==> src/rtl/priv_reg_pkg.sv <==
package priv_reg_pkg;
  parameter int DATA_W  = 64;
  parameter int IDX_W   = 4;
  parameter int NUM_DBG = 8;
  parameter int SIZE_W  = 2;
  parameter int LOW_CUT = 4;  // bits below this go to the checker only through wrBit0

  localparam int BYTES = DATA_W / 8;
  localparam int DBG_W = $clog2(NUM_DBG);

  // bit positions the legality rules depend on
  localparam int CR0_PE = 0;
  localparam int CR0_NW = 29;
  localparam int CR0_CD = 30;
  localparam int CR0_PG = 31;
  localparam int CR4_DE = 3;
  localparam int CR4_PAE = 5;
  localparam int CR4_TOP_OK = 10;
  localparam int DR7_GD = 13;
  localparam int HALF = 32;

  typedef enum logic [1:0] {
    FLT_NONE = 2'd0,
    FLT_UD   = 2'd1,
    FLT_GP   = 2'd2,
    FLT_DB   = 2'd3
  } faultE;

  typedef struct packed {
    logic             wrCtl;
    logic             wrDbg;
    logic             rdOk;
    logic             isDbg;
    logic [IDX_W-1:0] idx;
    logic [SIZE_W-1:0] size;
  } strobeS;
endpackage

==> src/rtl/privRegCtrl.sv <==
module privRegCtrl
  import priv_reg_pkg::*;
(
  input  logic                    clk,
  input  logic                    rstN,
  input  logic                    reqValid,
  input  logic                    reqWrite,
  input  logic                    reqIsDebug,
  input  logic [IDX_W-1:0]        reqIndex,
  input  logic [SIZE_W-1:0]       reqOpSize,
  input  logic [DATA_W-1:LOW_CUT] wrUpper,
  input  logic                    wrBit0,
  input  logic                    eferLme,
  input  logic                    longMode,
  input  logic                    cr4Pae,
  input  logic                    cr4De,
  input  logic                    dr7Gd,
  output strobeS                  strb,
  output logic                    rspValid,
  output faultE                   rspFault,
  output logic                    rspWrStrobe
);
  faultE faultNow;
  logic  ctlIdxOk;
  logic  dbgAlias;
  logic  dbgHighIdx;
  logic  hiHalfSet;

  assign ctlIdxOk   = (reqIndex == 4'd0) || (reqIndex == 4'd2) || (reqIndex == 4'd3) ||
                      (reqIndex == 4'd4) || (reqIndex == 4'd8);
  assign dbgAlias   = (reqIndex == 4'd4) || (reqIndex == 4'd5);
  assign dbgHighIdx = (reqIndex >= IDX_W'(NUM_DBG));
  assign hiHalfSet  = |wrUpper[DATA_W-1:HALF];

  always_comb begin
    faultNow = FLT_NONE;
    if (!reqIsDebug) begin
      if (!ctlIdxOk) begin
        faultNow = FLT_UD;
      end else if (reqWrite) begin
        unique case (reqIndex)
          4'd0: begin
            if (hiHalfSet ||
                (wrUpper[CR0_PG] && !wrBit0) ||
                (wrUpper[CR0_NW] && !wrUpper[CR0_CD]) ||
                (wrUpper[CR0_PG] && eferLme && !cr4Pae))
              faultNow = FLT_GP;
          end
          4'd4: begin
            if ((|wrUpper[DATA_W-1:CR4_TOP_OK+1]) || (longMode && !wrUpper[CR4_PAE]))
              faultNow = FLT_GP;
          end
          4'd8: begin
            if (|wrUpper)
              faultNow = FLT_GP;
          end
          default: faultNow = FLT_NONE;
        endcase
      end
    end else begin
      if (dbgHighIdx || (cr4De && dbgAlias)) begin
        faultNow = FLT_UD;
      end else if (reqWrite && (reqIndex == 4'd6 || reqIndex == 4'd7) && longMode && hiHalfSet) begin
        faultNow = FLT_GP;
      end else if (dr7Gd) begin
        faultNow = FLT_DB;
      end
    end
  end

  always_comb begin
    strb.wrCtl = reqValid && reqWrite && !reqIsDebug && (faultNow == FLT_NONE);
    strb.wrDbg = reqValid && reqWrite && reqIsDebug && (faultNow == FLT_NONE);
    strb.rdOk  = reqValid && !reqWrite && (faultNow == FLT_NONE);
    strb.isDbg = reqIsDebug;
    strb.idx   = reqIndex;
    strb.size  = reqOpSize;
  end

  always_ff @(posedge clk) begin
    if (!rstN) begin
      rspValid    <= 1'b0;
      rspFault    <= FLT_NONE;
      rspWrStrobe <= 1'b0;
    end else begin
      rspValid    <= reqValid;
      rspFault    <= reqValid ? faultNow : FLT_NONE;
      rspWrStrobe <= strb.wrCtl || strb.wrDbg;
    end
  end
endmodule

==> src/rtl/privRegData.sv <==
module privRegData
  import priv_reg_pkg::*;
(
  input  logic              clk,
  input  logic              rstN,
  input  strobeS            strb,
  input  logic [DATA_W-1:0] reqWrData,
  input  logic [DATA_W-1:0] reqDestOld,
  output logic              cr4Pae,
  output logic              cr4De,
  output logic              dr7Gd,
  output logic [DATA_W-1:0] rspData
);
  logic [DATA_W-1:0] ctl0, ctl2, ctl3, ctl4, ctl8;
  logic [DATA_W-1:0] dbgReg [NUM_DBG];
  logic [DATA_W-1:0] selVal;
  logic [DATA_W-1:0] merged;

  always_ff @(posedge clk) begin
    if (!rstN) begin
      ctl0 <= '0;
      ctl2 <= '0;
      ctl3 <= '0;
      ctl4 <= '0;
      ctl8 <= '0;
    end else if (strb.wrCtl) begin
      unique case (strb.idx)
        4'd0: ctl0 <= reqWrData;
        4'd2: ctl2 <= reqWrData;
        4'd3: ctl3 <= reqWrData;
        4'd4: ctl4 <= reqWrData;
        4'd8: ctl8 <= reqWrData;
        default: ;
      endcase
    end
  end

  for (genvar d = 0; d < NUM_DBG; d++) begin : g_dbg
    always_ff @(posedge clk) begin
      if (!rstN)
        dbgReg[d] <= '0;
      else if (strb.wrDbg && (strb.idx[DBG_W-1:0] == DBG_W'(d)))
        dbgReg[d] <= reqWrData;
    end
  end

  assign cr4Pae = ctl4[CR4_PAE];
  assign cr4De  = ctl4[CR4_DE];
  assign dr7Gd  = dbgReg[7][DR7_GD];

  always_comb begin
    if (strb.isDbg) begin
      selVal = dbgReg[strb.idx[DBG_W-1:0]];
    end else begin
      unique case (strb.idx)
        4'd0:    selVal = ctl0;
        4'd2:    selVal = ctl2;
        4'd3:    selVal = ctl3;
        4'd4:    selVal = ctl4;
        4'd8:    selVal = ctl8;
        default: selVal = '0;
      endcase
    end
  end

  for (genvar b = 0; b < BYTES; b++) begin : g_merge
    logic takeByte;
    assign takeByte = (b < (1 << strb.size));
    assign merged[b*8 +: 8] = takeByte ? selVal[b*8 +: 8] : reqDestOld[b*8 +: 8];
  end

  always_ff @(posedge clk) begin
    if (!rstN)
      rspData <= '0;
    else
      rspData <= strb.rdOk ? merged : reqDestOld;
  end
endmodule

==> src/rtl/privRegGate.sv <==
module privRegGate
  import priv_reg_pkg::*;
(
  input  logic        clk,
  input  logic        rstN,
  input  logic        reqValid,
  input  logic        reqWrite,
  input  logic        reqIsDebug,
  input  logic [3:0]  reqIndex,
  input  logic [1:0]  reqOpSize,
  input  logic [63:0] reqWrData,
  input  logic [63:0] reqDestOld,
  input  logic        eferLme,
  input  logic        longMode,
  output logic        rspValid,
  output logic [1:0]  rspFault,
  output logic [63:0] rspData,
  output logic        rspWrStrobe
);
  strobeS strb;
  faultE  faultQ;
  logic   cr4Pae, cr4De, dr7Gd;

  privRegCtrl u_ctrl (
    .clk(clk), .rstN(rstN),
    .reqValid(reqValid), .reqWrite(reqWrite), .reqIsDebug(reqIsDebug),
    .reqIndex(reqIndex), .reqOpSize(reqOpSize),
    .wrUpper(reqWrData[DATA_W-1:LOW_CUT]), .wrBit0(reqWrData[0]),
    .eferLme(eferLme), .longMode(longMode),
    .cr4Pae(cr4Pae), .cr4De(cr4De), .dr7Gd(dr7Gd),
    .strb(strb), .rspValid(rspValid), .rspFault(faultQ), .rspWrStrobe(rspWrStrobe)
  );

  privRegData u_data (
    .clk(clk), .rstN(rstN), .strb(strb),
    .reqWrData(reqWrData), .reqDestOld(reqDestOld),
    .cr4Pae(cr4Pae), .cr4De(cr4De), .dr7Gd(dr7Gd),
    .rspData(rspData)
  );

  assign rspFault = faultQ;
endmodule

==> config.mk <==
export PLATFORM = sky130hd
export DESIGN_NAME = privRegGate
export DESIGN_NICKNAME = d
export VERILOG_FILES = /design/src/rtl/priv_reg_pkg.sv /design/src/rtl/privRegCtrl.sv /design/src/rtl/privRegData.sv /design/src/rtl/privRegGate.sv
export SDC_FILE = /design/constraint.sdc
export NUM_CORES = 1
export LEC_CHECK = 0
export ABC_AREA = 1
export BUFFER_PORTS_ARGS = -buffer_cell sky130_fd_sc_hd__buf_2
export CAP_MARGIN = 20
export CORE_ASPECT_RATIO = 0.5
export CORE_UTILIZATION = 55
export CTS_BUF_LIST = sky130_fd_sc_hd__clkbuf_16
export CTS_CLUSTER_DIAMETER = 40
export DETAILED_ROUTE_END_ITERATION = 6
export PLACE_DENSITY = 0.76
export SETUP_SLACK_MARGIN = 0.4
export SYNTH_ARGS = -nofsm -noshare
export SYNTH_HDL_FRONTEND = slang
export SYNTH_SLANG_ARGS = --single-unit
export TNS_END_PERCENT = 30
==> constraint.sdc <==
create_clock -name clk -period 3.5 [get_ports clk]
set_clock_uncertainty 0.05 [all_clocks]
set_input_delay 0.525 -clock clk [delete_from_list [all_inputs] [get_ports clk]]
set_output_delay 0.525 -clock clk [all_outputs]
set_load 0.005 [all_outputs]
After elaboration in Yosys (flattened, before gate mapping)
Memory sizes are Yosys's and may differ from the RTL's. Index checks and enable logic that the tools add are counted.

Equal/unequal tests: 14. Multipliers: 0. Shift operators: 1. Reductions and logical operators: 54. Muxes and demuxes: 54. Div/mod/pow operators: 0. Bitwise logic cells: 8. $lt $le $gt $ge: 9. Add/subtract/negate cells: 0.

Operators with widths (number): 64-bit 2-to-1 mux (10); 64-bit one-hot mux with 5 select lines (1); 4-bit by 32-bit less-than comparator with 1-bit output (first input constant) (4); 3-bit by 32-bit less-than comparator with 1-bit output (first input constant) (2); 8-bit 2-to-1 mux (8); 60-bit OR reduction (1); 53-bit OR reduction (1); 1-bit by 32-bit less-than comparator with 1-bit output (first input constant) (1); 2-bit by 32-bit less-than comparator with 1-bit output (first input constant) (1); 32-bit OR reduction (1); 1-bit by 2-bit left shift with 32-bit output (first input constant) (1); 1-bit 2-to-1 mux (25); 1-bit logical AND (24); 2-bit 2-to-1 mux (9); 4-bit by 3-bit equality test with 1-bit output (second input constant) (4); 3-bit equality test (second input constant) (4); 1-bit logical OR (12); 2-bit AND reduction (6); 4-bit by 2-bit equality test with 1-bit output (second input constant) (2); 1-bit OR (8); 3-bit by 2-bit equality test with 1-bit output (second input constant) (2); 1-bit zero test (6); 2-bit one-hot mux with 3 select lines (1); 4-bit equality test (second input constant) (1); 5 further kinds (5).

Input port bits: 141. Bits in registers: 388. Bits in writable memories: 512. Word-level logic and storage cells: 150. Bits in read-only memories: 0. Output and inout bits: 68. Bits in latches: 0. Memories: 1.

Memory list: u_data.dbgReg (words 8, bits a word 64, read ports 2, clocked after memory_dff 0, wr ports 8, RTL line privRegData.sv:15) `logic [DATA_W-1:0] dbgReg [NUM_DBG];`.

Logic depth before layout (Yosys ltp)
Depth after elaboration: 17. Mapped depth: 17. Depth with buffers taken out: 15.

Cells and area by module
Synthesis repeated with hierarchy kept, for this count alone.

Cells, all modules: 4912. Area total of the unflattened synthesis: 40281.1 µm².

Modules (own cells, without submodules): privRegData (area an instance 39658.0 µm², times used 1, sequential area each 23062.1 µm², cells each 4791); privRegCtrl (area an instance 623.1 µm², times used 1, sequential area each 80.1 µm², cells each 121).

Worst setup path after synthesis
No wires, ideal clock.

Kind: in2reg. Start: input port reqIndex[1]. End: memory u_data.dbgReg[1][0], enable pin. Buffers on the path: 3. Setup slack: -313 ps. Stages on the path: 13. Data required time: 3026 ps. Arrival time: 3339 ps. Library setup time: 424 ps. Path through: buf_2 nor2_4 nand3_2 inv_2 buf_2 nand2_1 nand3_1 nand2_1 nand3_2 nor2_4 buf_4 nand3_1 nand2_1.

RTL lines: start, declared (RTL line privRegGate.sv:9) `input logic [3:0] reqIndex,`; end, declared (RTL line privRegData.sv:15).

Final worst setup path
Start: register u_data.ctl4[3]. End: register u_data.ctl2[42].

Cells in the longest elaborated chain, start to end: 7.

RTL lines: start, declared (RTL line privRegData.sv:14) `logic [DATA_W-1:0] ctl0, ctl2, ctl3, ctl4, ctl8;`; start signal, assigned (RTL line privRegData.sv:31) `4'd4: ctl4 <= reqWrData;`; 1-bit logical AND (RTL line privRegCtrl.sv:61) `if (dbgHighIdx || (cr4De && dbgAlias)) begin`; 1-bit logical OR (RTL line privRegCtrl.sv:61); 2-bit 2-to-1 mux (RTL line privRegCtrl.sv:61); 2-bit 2-to-1 mux (RTL line privRegCtrl.sv:37) `if (!reqIsDebug) begin`; 2-bit zero test (RTL line privRegCtrl.sv:72) `strb.wrCtl = reqValid && reqWrite && !reqIsDebug && (faultNow == FLT_NONE);`; 1-bit logical AND (RTL line privRegCtrl.sv:72); 2-bit AND reduction (no line); end signal, assigned (RTL line privRegData.sv:29) `4'd2: ctl2 <= reqWrData;`; end, declared (RTL line privRegData.sv:14).

No other way between the ends. A chain may end at the register's enable or synchronous reset.

==> results.cfg <==
[outcome]
status = finished clean

[timing]
slew_violations = 0
rsz0062_at_grt = false
final.min_clock_period_ns = 2.74
tightestPinTransition_ns = 0.861
setup_tns_ns = 0
hold_viol = 0
min_period_over_period = 0.784
setup_viol = 0
fmax_ghz = 0.364
slew_headroom = 0.426

[critical_path]
slowest_delay_ns = 0.48
cp_data_required_time_ns = 4.02
crit_path_frequent_cell = nor2_1
cp.arrival_ns = 3.27
critPathMaxFanout = 64
crit_chain = a311oi_1, nand2_1, nand2_2, buf_4, nand4_4, nor2_4, buf_12, nor2_1, nor2_1
cp-start-kind = flop
critPathSlowestCell = a311oi_1
cp-end-kind = flop
r2r_cells = 9
crit_type = flop to flop

[final_layout]
drive_gt1_frac = 0.112
fin_cells = 5541
area_delta_synth_final_pct = 14.1
nets = 4671

[clocking]
cts_tree = built
holdBufCountCts = 0
cts_buffers = 83
h-tree-depth = 3
cts-root-buf = clkbuf_16
clock_latency_ns = 0.65
clk_pin_slew_ns = 0.07
cts_sinks = 900
cts_resized = 0
clock_tree.buffer_depth = 3
post-cts-setup-buffers = 0

[job]
max-cap-violations = 0

[placed_design]
dp_hpwl_um = 77900
io_buffer_count = 208
gp_congestion = 0.964
dp_cells = 5390

[floorplan]
initial_core_util = 0.558
ioPinCount = 209
die_y_um = 189
rows = 68
dieArea_um2 = 71400
core_um2 = 69300
die_w_um = 377

[drt]
avgViaCountPerCell = 6.05
drt_iter0_drc = 4892
dr.pass1.iters = 6
routed_wl_um = 128000
drc = 0
ant_nets = 0
num_vias = 33500
post_drt_wl_per_cell_um = 23.1

[synthesis]
synthTopCellsByCount = nand2_1 (1116), nor2_1 (953), edfxtp_1 (512)
synth_nets = 4578
synth.top_cells.by_area = edfxtp_1 (40%), dfxtp_1 (20%), nand2_1 (11%)
synth_cells = 4437
synth_area_per_cell_um2 = 8.71
yosysMostFrequentCell = nand2_1
synth_cell_types = 35
async_flop_share = 0
synth-seq-cells = 900
synth_edf_count = 512
synthFlopType = edfxtp_1
yosysWarnings = 0
yosysTopAreaCellShare = 0.398
synthesis.area_um2 = 38700
ys_seq_area_frac = 0.599
synth_top_cell_by_area = edfxtp_1

[power]
p_leak_nw = 17.6
ir_worst_vdd_uv = 369
powerDensity_nw_per_um2 = 505
total_power_mw = 22.3

[global_routing]
grt_max_degree = 83
grt_pass1_wl_um = 189000
grt_pass1_vias = 30900
globalRouteOverflowTotal = 0
antenna_found_initial = 9
grt_util_all_layers = 0.353

[worst_hold_path]
holdCritPathClass = input pin to flop
holdPathStages = 3
==> worst max-delay path, delay by kind of cell, from the launching register on <==
family          cells  cell delay (ns)
compound gates      1             0.48
flops               1             0.33
simple gates        6             1.01
buf+inv             2             0.74
==> path summary, 6_finish.rpt <==
kind,startpoint,endpoint,slack [ns]
worst max register to register,u_data.ctl4[3]$_SDFFE_PN0P_,u_data.ctl2[42]$_SDFFE_PN0P_,0.76
worst max-delay path,u_data.ctl4[3]$_SDFFE_PN0P_,u_data.ctl2[42]$_SDFFE_PN0P_,0.76
worst min-delay path,reqDestOld[1],u_data.rspData[1]$_SDFF_PN0_,0.08
worst min register to register,u_data.ctl0[55]$_SDFFE_PN0P_,u_data.ctl0[55]$_SDFFE_PN0P_,0.39
==> routing by layer <==
metal	vias to the layer above	track usage	wire, µm
met5	-	0	23
met2	2372	0.494	52300
met1	15900	0.486	49400
li1	14900	-	-
met4	4	0.119	3950
met3	310	0.156	22300
==> cell families (layout without fill, tap and decap cells) <==
kind of cell / Yosys count / count (layout) / synth area share
flip-flops: 900 / 900 / 0.599
other: 0 / 2 / 0
AO/OA/AOI/OAI: 266 / 266 / 0.0424
buffers and inverters: 506 / 663 / 0.0515
AND/OR/NAND/NOR: 2765 / 2765 / 0.307
==> stage by stage <==
stage | setup slack [ns] | util | cell area [µm²] | hold WS [ns]
after detailed placement | 0.260 | 0.599 | 41500 | 0.384
final | 0.756 | 0.637 | 44100 | 0.0824
after global routing | 0.642 | 0.637 | 44100 | 0.0796
after CTS | 0.832 | 0.637 | 44100 | 0.0691
after global placement | 0.208 | 0.599 | 41500 | 0.375
after floorplan | 0.273 | - | 38700 | 0.366
==> sequential cells by signal, summed over array words and instances, names as in the netlist <==
| register | count |
|---|---|
| u_ctrl.rspFault | 2 |
| u_ctrl.rspValid | 1 |
| u_ctrl.rspWrStrobe | 1 |
| u_data.ctl0 | 64 |
| u_data.ctl2 | 64 |
| u_data.ctl3 | 64 |
| u_data.ctl4 | 64 |
| u_data.ctl8 | 64 |
| u_data.dbgReg | 512 |
| u_data.rspData | 64 |
==> placed cells by master, fill, tap and decap left out, types with 8 or more instances in the layout <==
cell type  Yosys  layout
nand3b_1      39      39
buf_2         69     206
a21oi_1       67      67
nand2_4        0       8
nand4_4        3       9
nand3_1      345     344
a22oi_1       89      89
buf_4          1      93
clkinv_1      33      47
o21ai_0       69      69
nor2_4         6      14
inv_1        121     136
buf_12         0      55
nand2_1     1116    1107
nor2_1       953     947
o22ai_1       20      20
clkbuf_16      0      88
edfxtp_1     512     512
dfxtp_1      388     388
nand4_1      147     147
clkinv_2       0      12
nor3_1        64      64
nor3b_1       82      82
==> layout make-up <==
type                    instances  area (µm²)
fillers                      5557       25200
flip-flops and latches        900       23100
multi-input cells            3031       13700
repair buffers                355        2840
clock buffers                  88        2200
well taps                     945        1180
inverters                     159         604
clock inverters                61         413
diodes                          2        5.00
==> power by group <==
part	internal (mW)	total, mW	switching (mW)	leakage [nW]
registers	11.4	11.5	0.0857	8.44
logic	0.472	1.82	1.35	7.81
clock network	4.86	8.95	4.10	1.34
Power figures use the tool's default switching activity.
